`config.mk`:
```
export PLATFORM = sky130hd
export DESIGN_NAME = dbgreg_bank
export DESIGN_NICKNAME = d
export VERILOG_FILES = /design/src/rtl/dbgreg_pkg.sv /design/src/rtl/dbgreg_access_gate.sv /design/src/rtl/dbgreg_addr_bank.sv /design/src/rtl/dbgreg_status.sv /design/src/rtl/dbgreg_control.sv /design/src/rtl/dbgreg_bank.sv
export SDC_FILE = /design/constraint.sdc
export NUM_CORES = 1
export LEC_CHECK = 0
export ABC_CLOCK_PERIOD_IN_PS = 3200
export CORE_MARGIN = 8
export CORE_UTILIZATION = 50
export DETAILED_ROUTE_END_ITERATION = 16
export DONT_BUFFER_PORTS = 1
export PLACE_DENSITY = 0.62
export SYNTH_ARGS = -nofsm -noshare
export SYNTH_HDL_FRONTEND = slang
export SYNTH_SLANG_ARGS = --single-unit
```
`constraint.sdc`:
```
create_clock -name clk -period 3.2 [get_ports clk]
set_input_delay 0.32 -clock clk [delete_from_list [all_inputs] [get_ports clk]]
set_output_delay 0.32 -clock clk [all_outputs]
set_load 0.02 [all_outputs]
```
`src/rtl/dbgreg_pkg.sv`:
```
package dbgreg_pkg;

  localparam int unsigned DW = 32;

  typedef enum logic [1:0] {
    FLT_NONE = 2'b00,
    FLT_GP   = 2'b01,
    FLT_DB   = 2'b10
  } fault_e;

  localparam logic [2:0] SLOT_STAT = 3'd6;
  localparam logic [2:0] SLOT_CTRL = 3'd7;

  // status word layout
  localparam int unsigned ST_BLD = 11;
  localparam int unsigned ST_BD  = 13;
  localparam int unsigned ST_BS  = 14;
  localparam int unsigned ST_BT  = 15;
  localparam logic [DW-1:0] ST_KEEP = 32'h0000_E80F;
  localparam logic [DW-1:0] ST_ONES = 32'hFFFF_07F0;
  localparam logic [DW-1:0] ST_RST  = 32'h0000_0800;

  // control word layout
  localparam int unsigned CT_GD = 13;
  localparam logic [DW-1:0] CT_KEEP = 32'hFFFF_23FF;
  localparam logic [DW-1:0] CT_ONES = 32'h0000_0400;
  localparam logic [DW-1:0] CT_RST  = 32'h0000_0000;

  // legacy slots fold onto status and control
  function automatic logic [2:0] canon_slot(input logic [2:0] idx);
    logic [2:0] s;
    case (idx)
      3'd4:    s = SLOT_STAT;
      3'd5:    s = SLOT_CTRL;
      default: s = idx;
    endcase
    return s;
  endfunction

  function automatic logic [DW-1:0] stat_view(input logic [DW-1:0] q);
    return (q & ST_KEEP) | ST_ONES;
  endfunction

  function automatic logic [DW-1:0] ctrl_view(input logic [DW-1:0] q);
    return (q & CT_KEEP) | CT_ONES;
  endfunction

  // even bits below 2*nbp are the per-task enables
  function automatic logic [DW-1:0] local_mask(input int unsigned nbp);
    logic [DW-1:0] m;
    m = '0;
    for (int unsigned i = 0; i < nbp; i++) m[2*i] = 1'b1;
    return m;
  endfunction

  // privilege first, general detect second
  function automatic fault_e classify(input logic valid, input logic [1:0] cpl,
                                      input logic gd);
    fault_e f;
    if (!valid)            f = FLT_NONE;
    else if (cpl != 2'd0)  f = FLT_GP;
    else if (gd)           f = FLT_DB;
    else                   f = FLT_NONE;
    return f;
  endfunction

endpackage

```
`src/rtl/dbgreg_access_gate.sv`:
```
module dbgreg_access_gate
  import dbgreg_pkg::*;
#(
  parameter int unsigned NUM_BP = 4
) (
  input  logic              acc_valid,
  input  logic              acc_write,
  input  logic [2:0]        acc_idx,
  input  logic [1:0]        acc_cpl,
  input  logic              gd_en,
  output fault_e            fault,
  output logic [2:0]        slot,
  output logic              rd_ok,
  output logic [NUM_BP-1:0] addr_we,
  output logic              stat_we,
  output logic              ctrl_we,
  output logic              db_event
);

  logic wr_ok;

  always_comb begin
    fault    = classify(acc_valid, acc_cpl, gd_en);
    slot     = canon_slot(acc_idx);
    wr_ok    = acc_valid && acc_write && (fault == FLT_NONE);
    rd_ok    = acc_valid && !acc_write && (fault == FLT_NONE);
    db_event = (fault == FLT_DB);
    stat_we  = wr_ok && (slot == SLOT_STAT);
    ctrl_we  = wr_ok && (slot == SLOT_CTRL);
  end

  for (genvar i = 0; i < NUM_BP; i++) begin : g_we
    assign addr_we[i] = wr_ok && (slot == 3'(i));
  end

  // a refused access never produces a write enable
  always_comb begin
    if (fault != FLT_NONE)
      AST_NO_WE_ON_FAULT: assert (!stat_we && !ctrl_we && (addr_we == '0));
  end

endmodule

```
`src/rtl/dbgreg_addr_bank.sv`:
```
module dbgreg_addr_bank #(
  parameter int unsigned NUM_BP = 4,
  parameter int unsigned DW     = 32
) (
  input  logic                       clk,
  input  logic                       rst_n,
  input  logic [NUM_BP-1:0]          we,
  input  logic [DW-1:0]              wdata,
  output logic [NUM_BP-1:0][DW-1:0]  q
);

  for (genvar i = 0; i < NUM_BP; i++) begin : g_slot
    always_ff @(posedge clk) begin
      if (!rst_n)     q[i] <= '0;
      else if (we[i]) q[i] <= wdata;
    end

    AST_ADDR_HOLD: assert property (@(posedge clk) disable iff (!rst_n)
      !we[i] |=> $stable(q[i]));
  end

endmodule

```
`src/rtl/dbgreg_status.sv`:
```
module dbgreg_status
  import dbgreg_pkg::*;
#(
  parameter int unsigned NUM_BP = 4
) (
  input  logic              clk,
  input  logic              rst_n,
  input  logic              we,
  input  logic [DW-1:0]     wdata,
  input  logic [NUM_BP-1:0] hit,
  input  logic              step_trap,
  input  logic              task_trap,
  input  logic              buslock_trap,
  input  logic              bd_set,
  output logic [DW-1:0]     q
);

  logic [DW-1:0] hw_next;
  logic [DW-1:0] d;

  always_comb begin
    hw_next             = q;
    hw_next[NUM_BP-1:0] = q[NUM_BP-1:0] | hit;
    if (step_trap)    hw_next[ST_BS]  = 1'b1;
    if (task_trap)    hw_next[ST_BT]  = 1'b1;
    if (bd_set)       hw_next[ST_BD]  = 1'b1;
    if (buslock_trap) hw_next[ST_BLD] = 1'b0;
    d = (we ? wdata : hw_next) & ST_KEEP;
  end

  always_ff @(posedge clk) begin
    if (!rst_n) q <= ST_RST;
    else        q <= d;
  end

  AST_BLD_NO_HW_SET: assert property (@(posedge clk) disable iff (!rst_n)
    $rose(q[ST_BLD]) |-> $past(we));

  AST_HIT_STICKY: assert property (@(posedge clk) disable iff (!rst_n)
    !we |=> ((q[NUM_BP-1:0] & $past(q[NUM_BP-1:0])) == $past(q[NUM_BP-1:0])));

  AST_STEP_SETS: assert property (@(posedge clk) disable iff (!rst_n)
    (step_trap && !we) |=> q[ST_BS]);

  AST_TASKTRAP_SETS: assert property (@(posedge clk) disable iff (!rst_n)
    (task_trap && !we) |=> q[ST_BT]);

endmodule

```
`src/rtl/dbgreg_control.sv`:
```
module dbgreg_control
  import dbgreg_pkg::*;
#(
  parameter int unsigned NUM_BP = 4
) (
  input  logic          clk,
  input  logic          rst_n,
  input  logic          we,
  input  logic [DW-1:0] wdata,
  input  logic          task_sw,
  input  logic          gd_clr,
  output logic [DW-1:0] q,
  output logic          gd_en
);

  localparam logic [DW-1:0] LOCALS = local_mask(NUM_BP);

  logic [DW-1:0] d;

  always_comb begin
    d = q;
    if (task_sw) d = d & ~LOCALS;
    if (gd_clr)  d[CT_GD] = 1'b0;
    if (we)      d = wdata;
    d = d & CT_KEEP;
  end

  always_ff @(posedge clk) begin
    if (!rst_n) q <= CT_RST;
    else        q <= d;
  end

  assign gd_en = q[CT_GD];

  AST_LOCAL_CLEAR: assert property (@(posedge clk) disable iff (!rst_n)
    (task_sw && !we) |=> ((q & LOCALS) == '0));

  AST_GLOBAL_KEEP: assert property (@(posedge clk) disable iff (!rst_n)
    (task_sw && !we && !gd_clr) |=> ((q & ~LOCALS) == ($past(q) & ~LOCALS)));

endmodule

```
`src/rtl/dbgreg_bank.sv`:
```
module dbgreg_bank
  import dbgreg_pkg::*;
#(
  parameter int unsigned NUM_BP = 4
) (
  input  logic              clk,
  input  logic              rst_n,
  input  logic              acc_valid,
  input  logic              acc_write,
  input  logic [2:0]        acc_idx,
  input  logic [1:0]        acc_cpl,
  input  logic [31:0]       acc_wdata,
  output logic [31:0]       acc_rdata,
  output logic [1:0]        acc_fault,
  input  logic [NUM_BP-1:0] bp_hit,
  input  logic              step_trap,
  input  logic              task_trap,
  input  logic              task_sw,
  input  logic              buslock_trap
);

  fault_e                     fault;
  logic [2:0]                 slot;
  logic                       rd_ok;
  logic [NUM_BP-1:0]          addr_we;
  logic                       stat_we;
  logic                       ctrl_we;
  logic                       db_event;
  logic                       gd_en;
  logic [NUM_BP-1:0][DW-1:0]  addr_q;
  logic [DW-1:0]              stat_q;
  logic [DW-1:0]              ctrl_q;

  dbgreg_access_gate #(.NUM_BP(NUM_BP)) u_gate (
    .acc_valid (acc_valid),
    .acc_write (acc_write),
    .acc_idx   (acc_idx),
    .acc_cpl   (acc_cpl),
    .gd_en     (gd_en),
    .fault     (fault),
    .slot      (slot),
    .rd_ok     (rd_ok),
    .addr_we   (addr_we),
    .stat_we   (stat_we),
    .ctrl_we   (ctrl_we),
    .db_event  (db_event)
  );

  dbgreg_addr_bank #(.NUM_BP(NUM_BP), .DW(DW)) u_addr (
    .clk   (clk),
    .rst_n (rst_n),
    .we    (addr_we),
    .wdata (acc_wdata),
    .q     (addr_q)
  );

  dbgreg_status #(.NUM_BP(NUM_BP)) u_stat (
    .clk          (clk),
    .rst_n        (rst_n),
    .we           (stat_we),
    .wdata        (acc_wdata),
    .hit          (bp_hit),
    .step_trap    (step_trap),
    .task_trap    (task_trap),
    .buslock_trap (buslock_trap),
    .bd_set       (db_event),
    .q            (stat_q)
  );

  dbgreg_control #(.NUM_BP(NUM_BP)) u_ctrl (
    .clk     (clk),
    .rst_n   (rst_n),
    .we      (ctrl_we),
    .wdata   (acc_wdata),
    .task_sw (task_sw),
    .gd_clr  (db_event),
    .q       (ctrl_q),
    .gd_en   (gd_en)
  );

  always_comb begin
    acc_rdata = '0;
    if (rd_ok) begin
      if (slot == SLOT_STAT)      acc_rdata = stat_view(stat_q);
      else if (slot == SLOT_CTRL) acc_rdata = ctrl_view(ctrl_q);
      else begin
        for (int unsigned i = 0; i < NUM_BP; i++)
          if (slot == 3'(i)) acc_rdata = addr_q[i];
      end
    end
  end

  assign acc_fault = fault;

  AST_GP_ONLY_UNPRIV: assert property (@(posedge clk) disable iff (!rst_n)
    (acc_fault == FLT_GP) |-> (acc_valid && acc_cpl != 2'd0));

  AST_FAULT_ZERO_DATA: assert property (@(posedge clk) disable iff (!rst_n)
    (acc_fault != FLT_NONE) |-> (acc_rdata == '0));

  AST_GP_NO_STATE: assert property (@(posedge clk) disable iff (!rst_n)
    (acc_fault == FLT_GP && !task_sw) |=> ($stable(ctrl_q) && $stable(addr_q)));

  AST_BD_SOURCE: assert property (@(posedge clk) disable iff (!rst_n)
    $rose(stat_q[ST_BD]) |-> ($past(acc_fault == FLT_DB) || $past(stat_we)));

  AST_DB_DROPS_GD: assert property (@(posedge clk) disable iff (!rst_n)
    (acc_fault == FLT_DB) |=> (!gd_en && stat_q[ST_BD]));

endmodule

```
* Word level (Yosys, flattened, before mapping)
Cells that the tools add are included.
** Word-level totals
- Bits in registers :: 163
- Input port bits :: 49
- Output and inout bits :: 34
- Logic and storage cells :: 60
** Operators by class
- Equal/unequal tests :: 8
- Muxes and demuxes :: 19
- Bitwise logic cells :: 1
- Reduce and logical (&&, ||, !) cells :: 20
** Operators with widths (number)
- 32-bit two-way mux :: 8
- 16-bit two-way mux :: 1
- 2-bit nonzero test :: 7
- 3-bit equality test, second input constant :: 4
- 1-bit logical AND :: 10
- 7-bit two-way mux :: 1
- 3-bit by 2-bit equality test with 1-bit output, second input constant :: 2
- 2-bit two-way mux :: 3
- 3-bit case mux with 2 select lines :: 1
- 1-bit two-way mux :: 5
- 4-bit OR :: 1
- 3-bit by 1-bit equality test with 1-bit output, second input constant :: 1
- 3-bit zero test :: 1
- 2-bit equality test, second input constant :: 1
- 2-bit zero test :: 1
- 1-bit zero test :: 1

* Logic depth before layout (Yosys ltp)
Gate-level depths: netlist of run 1.
- Depth in word-level cells :: 10
- Gate-level depth with buffers :: 6
- Mapped depth without buffers :: 3

* Cells and area by module
A second synthesis of run 1 with hierarchy kept.
** Second synthesis, totals
- Cell total of the unflattened synthesis :: 811
- Area, all modules :: 8441.8 µm²
** Modules (own cells, without submodules)
- dbgreg_addr_bank :: times used 1, cells an instance 414, area each 4998.5 µm², sequential area each 2562.5 µm²
- dbgreg_bank :: times used 1, cells an instance 226, area each 1695.4 µm², sequential area each 0.0 µm²
- dbgreg_control :: times used 1, cells an instance 100, area each 1116.1 µm², sequential area each 540.5 µm²
- dbgreg_status :: times used 1, cells an instance 52, area each 496.7 µm², sequential area each 160.2 µm²
- dbgreg_access_gate :: times used 1, cells an instance 19, area each 135.1 µm², sequential area each 0.0 µm²

* Least setup slack after synthesis of run 1
No wires, ideal clock.
- Kind :: reg2out
- Start :: register u_ctrl.q[13]
- End :: output acc_rdata[13]
- Arrival time :: 1747 ps
- Data required time :: 2880 ps
- Setup slack :: 1133 ps
- Stages on the path, launching flop included :: 6
- Path buffers :: 2
- Path through :: dfxtp_1 buf_6 nor4b_4 nand2b_1 clkbuf_1 a211oi_1
** Between the ends
- Longest elaborated chain between the ends :: 6
- Elaborated cells on any way between the ends :: 8
- Those cells by class :: 6 x mux; 2 x reduce/logical
** RTL lines
- start: declaration :: line dbgreg_control.sv:12 : output logic [DW-1:0] q,
- start signal: assignment :: line dbgreg_control.sv:29 : if (!rst_n) q <= CT_RST;
- start signal: assignment :: line dbgreg_control.sv:30 : else q <= d;
- 2-bit two-way mux :: line dbgreg_pkg.sv:62 : else if (gd) f = FLT_DB;
- 2-bit two-way mux :: line dbgreg_pkg.sv:61 : else if (cpl != 2'd0) f = FLT_GP;
- 2-bit two-way mux :: line dbgreg_pkg.sv:60 : if (!valid) f = FLT_NONE;
- 2-bit zero test :: line dbgreg_access_gate.sv:26 : rd_ok = acc_valid && !acc_write && (fault == FLT_NONE);
- 1-bit logical AND :: line dbgreg_access_gate.sv:26
- 32-bit two-way mux * :: line dbgreg_bank.sv:83 : if (rd_ok) begin
- end: declaration :: line dbgreg_bank.sv:13 : output logic [31:0] acc_rdata,
Mark *: on every way between the ends. The rest lies on a longest branch, timed or not.

* Worst setup path in the final report of run 1
Same ends and word-level chain as after synthesis.

==> results of run 1 <==
-- worst paths after layout --
path                               startpoint             to
worst max-delay path             u_ctrl.q[13]  acc_rdata[13]
worst min-delay path             buslock_trap   u_stat.q[11]
worst max register to register   u_ctrl.q[13]  u_addr.q[107]
worst min register to register  u_addr.q[114]  u_addr.q[114]
-- cells in the final DEF (no fill, tap or decap), drive strengths merged, types with 6 or more instances in the layout --
cell,instances
nand2,187
dfxtp,163
mux2i,159
nor2,32
mux4,29
clkbuf,27
o22ai,22
buf,17
mux2,6
or3,6
o311a,6
-- layer usage --
| metal | vias to the layer above | GRT usage | routed length [um] |
|---|---|---|---|
| met5 | - | 0 | 0 |
| met4 | 0 | 0.0863 | 385 |
| met3 | 24 | 0.0411 | 749 |
| met2 | 107 | 0.318 | 8600 |
| met1 | 2561 | 0.237 | 7750 |
| li1 | 2433 | - | - |
-- state kept, by name, indices dropped and copies added (netlist names) --
signal	count
u_addr.q	128
u_stat.q	8
u_ctrl.q	27
-- cells in the mapped netlist, drive strengths merged (3+ instances only) --
| library cell | count | area share |
|---|---|---|
| clkbuf | 31 | 0.016 |
| dfxtp | 163 | 0.45 |
| a21oi | 4 | 0.0027 |
| nand3b | 5 | 0.0051 |
| mux4 | 29 | 0.089 |
| or3 | 6 | 0.0051 |
| mux2 | 6 | 0.0092 |
| a22oi | 3 | 0.0031 |
| nor2 | 32 | 0.016 |
| a211oi | 5 | 0.0051 |
| o311a | 6 | 0.0082 |
| o22ai | 22 | 0.019 |
| mux2i | 159 | 0.22 |
| nand2 | 187 | 0.096 |
| inv | 5 | 0.0026 |
| buf | 27 | 0.031 |
-- where the power goes --
part | internal [mW] | total (mW) | switching, mW
Combinational | 0.0633 | 0.145 | 0.0818
Sequential | 2.05 | 2.05 | 0.00816
Clock | 1.19 | 1.96 | 0.773
Total | 3.30 | 4.16 | 0.862
-- metrics by stage --
step / utilization / power [mW] / worst slack, ns / cells / hold WS [ns]
detailed placement: 0.511 / 2.24 / 0.877 / 854 / 0.446
floorplan: - / 2.27 / 1.13 / 711 / 0.431
global placement: 0.511 / 2.24 / 0.962 / 854 / 0.439
finish: 0.550 / 4.16 / 0.441 / 885 / 0.0597
CTS: 0.550 / 4.19 / 0.422 / 885 / 0.00516
global route: 0.550 / 4.29 / 0.355 / 885 / 0.0558
-- worst max-delay path, cell delays in order (launching register included) --
cell	delay [ns]
dfxtp_1	0.44
nor4b_4	0.31
buf_4	0.21
nand2b_2	0.28
buf_4	0.33
a211oi_1	0.25
buf_4	0.20
-- cells by family (layout without fill, tap and decap cells) --
logic type             count (synthesis)  after routing  share of synthesized area
and+or+nand+nor                      248            248                      0.146
buffers and inverters                 63             53                     0.0496
DFF                                  163            163                      0.446
AOI/OAI and AO/OA                     43             43                     0.0414
muxes                                194            194                      0.316
-- cell type report --
| class | instances | area [um2] |
|---|---|---|
| fill | 1285 | 6480 |
| multi-input combinational | 485 | 3720 |
| sequential | 163 | 3260 |
| clock buffer | 27 | 523 |
| tap | 184 | 230 |
| timing repair buffer | 17 | 140 |
| clock inverter | 4 | 45.0 |
| inverter | 5 | 18.8 |
==> summary.md, run 1 <==
| Metric | Value |
|---|---|
| Max VDD drop | ~370 uV |
| Hold WC Path Type | in -> reg |
| Cell Pwr Density | 524 nW/um2 |
| Wire length per cell | between 15 and 20 um |
| First-pass GRT wire length | 27900 um |
| Placed standard-cell area | 7370 um2 |
| Worst-Margin Slew | 0.763 ns |
| Final HPWL DP | 11000 um |
| Ports | a little over 80 |
| Gpl congestion | 0.707 |
| H-tree Lvls | 4 |
| Yosys Warn Count | 0 |
| Nets | approximately 740 |
| Vias | 5125 |
| Vias in the first global route | between 5k and 6k |
| DRT iter0 DRCs | 405 |
| LEAKAGE | between 3 and 4 nW |
| Global route overflow | 0 |
| Mapped Cells | 711 |
| Fmax achieved | 362 MHz |
| # DRC | 0 |
| Core Rows | 44 |
| Post-synth top flop | dfxtp_1 |
| Die area | approximately 19000 um2 |
| Syn Std Cell Area | approximately 7300 um2 |
| Chip Width | 137 um |
| Crit share post-route | 0.862 |
| Crit Path Category | reg -> out |
| Share of cells above drive strength 1 | 0.124 |
| Max-cap violations | 0 |
| Final hold violation count | 0 |
| Crit Path Max Fanout | 17 |
| CTS tree | yes |
| Critical path capture point type | primary output |
| Cts-stage hold buffer count | 0 |
| FF+latch count, synth | 163 |
| CP Data Required Time | approximately 2.9 ns |
| Sequential area share after synthesis | 0.446 |
| Final Skew | between 0.004 and 0.005 ns |
| RSZ-0062 raised after global routing | false |
| Routed WL | between 15000 and 20000 um |
| Initial Util | 0.507 |
| Final ANT Viol Nets | 0 |
| Vias per cell | 5.79 |
| Clk slew on worst S/H paths | about 0.060 ns |
| Netlist cell types | 37 |
| CTS root buffer | clkbuf_16 |
| I/O Buffers | 0 |
| Final setup vio count | 0 |
| Final Max Tran Viols | 0 |
| CTS max path bufs | 2 |
| Hold Path Depth | 1 |
| Setup TNS | 0 ns |
| CTS buffer count | 17 |
| Tot GR Track Use | 0.193 |
| Height of the die | 137 um |
| CTS resizes | 0 |
| Synthesis-to-layout area growth | 8.63% |
| Initial antenna violation count | 0 |
| Arr. time, crit path | 2.44 ns |
| Post-Synthesis Net Count | 760 |
| Final instance area | 7940 um2 |
| Sink Count | 163 |
| Core ar. | 14400 um2 |
| Antenna cell count | 0 |
| Largest net degree at the start of global routing | 195 |
| Avg Inst Size Synth | 10.3 um2 |
| R2R setup slack | 1.02 ns |
| Critical path launch point type | flip-flop |
| DR pass1 iterations | 4 |
| Fin crit period | 2.76 ns |
| Outcome | completed |
| Post-CTS Setup Inserts | 0 |
| Slew Limit Headroom | 0.490 |
| Clock Latency Late Sink | between 0.4 and 0.5 ns |
| Asr flop ratio synth | 0 |
| R2R cell count | 5 |
| EDFF count, synth | 0 |
Power figures use the tool's default switching activity.
==> run 2: changes to the inputs <==
--- a/config.mk
+++ b/config.mk
@@ -7,10 +7,10 @@
 export LEC_CHECK = 0
 export ABC_CLOCK_PERIOD_IN_PS = 3200
 export CORE_MARGIN = 8
-export CORE_UTILIZATION = 50
+export CORE_UTILIZATION = 60
 export DETAILED_ROUTE_END_ITERATION = 16
 export DONT_BUFFER_PORTS = 1
-export PLACE_DENSITY = 0.62
+export PLACE_DENSITY = 0.73
 export SYNTH_ARGS = -nofsm -noshare
 export SYNTH_HDL_FRONTEND = slang
 export SYNTH_SLANG_ARGS = --single-unit
==> summary.md, run 2 (synthesis results as in run 1) <==
| Metric | Value |
|---|---|
| DR pass1 iterations | 5 |
| I/O Buffers | 0 |
| Tot GR Track Use | 0.217 |
| H-tree Lvls | 4 |
| Fin crit period | about 3.0 ns |
| Nets | 735 |
| CTS max path bufs | 2 |
| Gpl congestion | around 0.73 |
| DRT iter0 DRCs | 396 |
| Final Util | 0.664 |
| Max reg flops | 128 |
| CTS resizes | 0 |
| Arr. time, crit path | 2.67 ns |
| Ports | 83 |
| Max-cap violations | 0 |
| Chip Width | around 130 um |
| Critical path launch point type | flip-flop |
| Height of the die | 126 um |
| Final Max Tran Viols | 0 |
| Largest net degree at the start of global routing | 195 |
| Final setup vio count | 0 |
| R2R Path End | u_addr.q[117] |
| Share of cells above drive strength 1 | 0.125 |
| CP Data Required Time | 2.88 ns |
| Hold WC Path Type | in -> reg |
| Worst-Margin Slew | slightly below 0.8 ns |
| Post-CTS Setup Inserts | 0 |
| Vias | 5109 |
| Fmax achieved | 335 MHz |
| Placed cell count | 814 |
| Global route overflow | 0 |
| Vias per cell | 6.05 |
| # DRC | 0 |
| Commonest non-fill, non-tap cell in the layout | nand2_1 |
| Routed WL | between 15000 and 20000 um |
| Final Non-Filler Cells | 844 |
| First-pass GRT wire length | 27700 um |
| Crit share post-route | 0.934 |
| Outcome | completed |
| Cts-stage hold buffer count | 0 |
| Crit Path Max Fanout | 32 |
| Initial Util | 0.611 |
| Origin of the critical flop-to-flop path | u_ctrl.q[13] |
| Antenna cell count | 0 |
| Vias in the first global route | 5336 |
| RSZ-0062 raised after global routing | false |
| R2R setup slack | 0.88 ns |
| CTS buffer count | 17 |
| LEAKAGE | 3.43 nW |
| CTS root buffer | clkbuf_16 |
| Crit Path Category | reg -> out |
| Sink Count | 163 |
| Final ANT Viol Nets | 0 |
| R2R cell count | 4 |
| HP Start | rst_n |
| Worst hold margin | 0.0570 ns |
| Cell Pwr Density | roughly 550 nW/um2 |
| Final HPWL DP | 10600 um |
| Setup TNS | 0 ns |
| Clk slew on worst S/H paths | 0.06 ns |
| Clock Latency Late Sink | 0.42 ns |
| Core ar. | 12000 um2 |
| Most frequent cells in the layout | nand2_1, dfxtp_1, mux2i_1 |
| Max VDD drop | 476 uV |
| Final hold violation count | 0 |
| Most flops, register | u_addr.q |
| Total chip power | 4.34 mW |
| Wire length per cell | 20.2 um |
| CTS tree | yes |
| Initial antenna violation count | 0 |
| Core Rows | 40 |
| Top flop regs | u_addr.q (128), u_ctrl.q (27), u_stat.q (8) |
| Critical path capture point type | primary output |
| Final Skew | roughly 0.0033 ns |
| Hold path endpoint | u_ctrl.q[24] |
| Hold Path Depth | 2 |
| Die area | between 15000 and 20000 um2 |
| Synthesis-to-layout area growth | 8.61% |
| Slew Limit Headroom | 0.483 |
-- run 2: cell types whose count changed in the layout (fill, tap and decap cells not counted) --
cell,delta
buf_12,+1
clkinv_2,+1
clkinv_4,+1
clkinvlp_4,+1
clkbuf_8,-3
bufinv_16,+3
clkbuf_1,-4
buf_4,-4
-- run 2: worst max path at each step --
stage                       startpoint  cells past startpoint            end  slack [ns]
after global routing      u_ctrl.q[13]                      3  acc_rdata[11]        0.03
after CTS                 u_ctrl.q[13]                      3  acc_rdata[14]        0.16
after detailed placement  u_ctrl.q[13]                      3  acc_rdata[14]        0.63
after global placement    u_ctrl.q[13]                      3  acc_rdata[15]        0.72
after floorplan           u_ctrl.q[13]                      5  acc_rdata[13]        1.13
final                     u_ctrl.q[13]                      3  acc_rdata[11]        0.21
-- run 2: critical path, cell delays in order, from the launching register on --
cell and delay [ns]:
dfxtp_1 0.43, nor4b_4 0.64, nand2b_2 0.58, a21oi_1 0.59
-- run 2: report_power, final --
group / total (mW) / internal (mW) / switching [mW]
logic: 0.144 / 0.0619 / 0.0824
registers: 2.05 / 2.04 / 0.00813
clock network: 2.14 / 1.35 / 0.789
total: 4.34 / 3.46 / 0.880
-- run 2: routing by layer --
metal  up-vias  routed length, um  global-route usage
met1      2517               7150               0.268
met2       147               8390               0.361
met4         0                276              0.0729
met5         -                  0                   0
met3        23               1220              0.0566
li1       2422                  -                   -
-- run 2: area by class of cell --
type | count | area (um2)
Timing Repair Buffer | 14 | 130
Inverter | 5 | 18.8
Sequential cell | 163 | 3260
Multi-Input combinational cell | 485 | 3720
Fill cell | 925 | 4020
Clock buffer | 20 | 467
Clock inverter | 10 | 156
Tap cell | 147 | 184
-- run 2: per-stage QoR --
stage	setup WS [ns]	instance area [um2]
after CTS	0.159	7940
after detailed placement	0.632	7320
after global routing	0.0313	7940
after global placement	0.719	7320
final	0.211	7940
after floorplan	1.13	7310
==> run 3: changes to the inputs <==
--- a/config.mk
+++ b/config.mk
@@ -10,6 +10,7 @@
 export CORE_UTILIZATION = 60
 export DETAILED_ROUTE_END_ITERATION = 16
 export DONT_BUFFER_PORTS = 1
+export MAX_ROUTING_LAYER = met4
 export PLACE_DENSITY = 0.73
 export SYNTH_ARGS = -nofsm -noshare
 export SYNTH_HDL_FRONTEND = slang
==> summary.md, run 3 (synthesis results as in run 1) <==
| Metric | Value |
|---|---|
| Outcome | completed |
| Final Max Tran Viols | 0 |
| Largest net degree at the start of global routing | ~200 |
| Wire length per cell | 20.4 um |
| Crit share post-route | 0.932 |
| Most flops, register | u_addr.q |
| DR pass1 iterations | 5 |
| Die area | 16000 um2 |
| Cell Pwr Density | 546 nW/um2 |
| Critical path launch point type | flip-flop |
| Critical path capture point type | primary output |
| Core Rows | 40 |
| Sink Count | 163 |
| Fillers | 925 |
| Chip Width | between 100 and 150 um |
| Final hold violation count | 0 |
| RSZ-0062 raised after global routing | false |
| Worst hold margin | 0.0568 ns |
| Share of cells above drive strength 1 | 0.125 |
| Multi-input gate area | 3720 um2 |
| Crit Path Max Fanout | 32 |
| Placed cell count | 814 |
| H-tree Lvls | 4 |
| Synthesis-to-layout area growth | 8.61% |
| Cts-stage hold buffer count | 0 |
| Hold WC Path Type | in -> reg |
| Global route overflow | 0 |
| Max reg flops | 128 |
| Antenna cell count | 0 |
| Nets | ~740 |
| Critical path launch point | u_ctrl.q[13] |
| Routed WL | 17200 um |
| Origin of the critical flop-to-flop path | u_ctrl.q[13] |
| Vias | 5156 |
| Clock Latency Late Sink | 0.42 ns |
| Max VDD drop | 476 uV |
| First-pass GRT wire length | 27700 um |
| Register area | 3260 um2 |
| R2R setup slack | just under 0.9 ns |
| Arr. time, crit path | 2.66 ns |
| Most frequent cells in the layout | nand2_1, dfxtp_1, mux2i_1 |
| Post-CTS Setup Inserts | 0 |
| CTS root buffer | clkbuf_16 |
| CTS buffer count | 17 |
| Setup TNS | 0 ns |
| Height of the die | 126 um |
| Slowest CP cell | nor4b_4 |
| CP peak stage delay | 0.64 ns |
| Slew Limit Headroom | 0.471 |
| CTS resizes | 0 |
| Max-cap violations | 0 |
| Final ANT Viol Nets | 0 |
| Worst-Margin Slew | 0.791 ns |
| Final setup vio count | 0 |
| Tot GR Track Use | 0.223 |
| Critical-path cell list | nor4b_4, nand2b_2, a21oi_1 |
| Crit Path Category | reg -> out |
| Initial antenna violation count | 0 |
| CP delay by family, top | simple AND/OR/NAND/NOR gates |
| I/O Buffers | 0 |
| HP Start | rst_n |
| # DRC | 0 |
| Top flop regs | u_addr.q (128), u_ctrl.q (27), u_stat.q (8) |
| Final Skew | around 0.0065 ns |
| Vias per cell | 6.11 |
| Clk slew on worst S/H paths | ~0.060 ns |
| Core ar. | 12000 um2 |
| Fmax achieved | roughly 340 MHz |
| Fin crit period | 2.98 ns |
| Ports | 83 |
| CTS max path bufs | 2 |
| CP Data Required Time | 2.88 ns |
| DRT iter0 DRCs | ~420 |
| WP buf/inv | 0 |
| Final HPWL DP | 10600 um |
| Final Non-Filler Cells | 844 |
| Gpl congestion | between 0.7 and 0.8 |
| Commonest non-fill, non-tap cell in the layout | nand2_1 |
| LEAKAGE | ~3.4 nW |
| CTS tree | yes |
| Vias in the first global route | 5336 |
| Initial Util | 0.611 |
[run 3: final timing paths]
check | cells after the start | end
setup reg to reg | 4 | u_addr.q[117]
setup / recovery | 3 | acc_rdata[15]
hold / removal | 2 | u_addr.q[119]
hold reg to reg | 2 | u_addr.q[106]
[run 3: layer usage]
metal	routed length, um	track usage	part of all wire	vias to the layer above
met2	8620	0.361	0.50	133
met3	802	0.0490	0.047	24
met5	0	-	0	-
met1	7520	0.271	0.44	2580
li1	-	-	-	2419
met4	272	0.0771	0.016	0
[run 3: cell type report]
| type | count | share of cell area |
|---|---|---|
| clock buffer | 20 | 0.0588 |
| sequential | 163 | 0.411 |
| multi-input combinational | 485 | 0.469 |
| clock inverter | 10 | 0.0197 |
| inverter | 5 | 0.00236 |
| timing repair buffer | 14 | 0.0164 |
| tap | 147 | 0.0232 |
[run 3: report_power, final]
group / internal (mW) / leakage [nW] / switching [mW]
logic: 0.0626 / 1.81 / 0.0825
clock network: 1.35 / 0.308 / 0.782
registers: 2.05 / 1.32 / 0.00823
[run 3: metrics by stage]
step,cell area (um2),utilization,power (mW),setup slack [ns]
final,7940,0.664,4.33,0.216
after global routing,7940,0.664,4.46,0.0336
after CTS,7940,0.664,4.36,0.159
after detailed placement,7320,0.612,2.24,0.632
after global placement,7320,0.612,2.24,0.719
after floorplan,7310,-,2.27,1.13
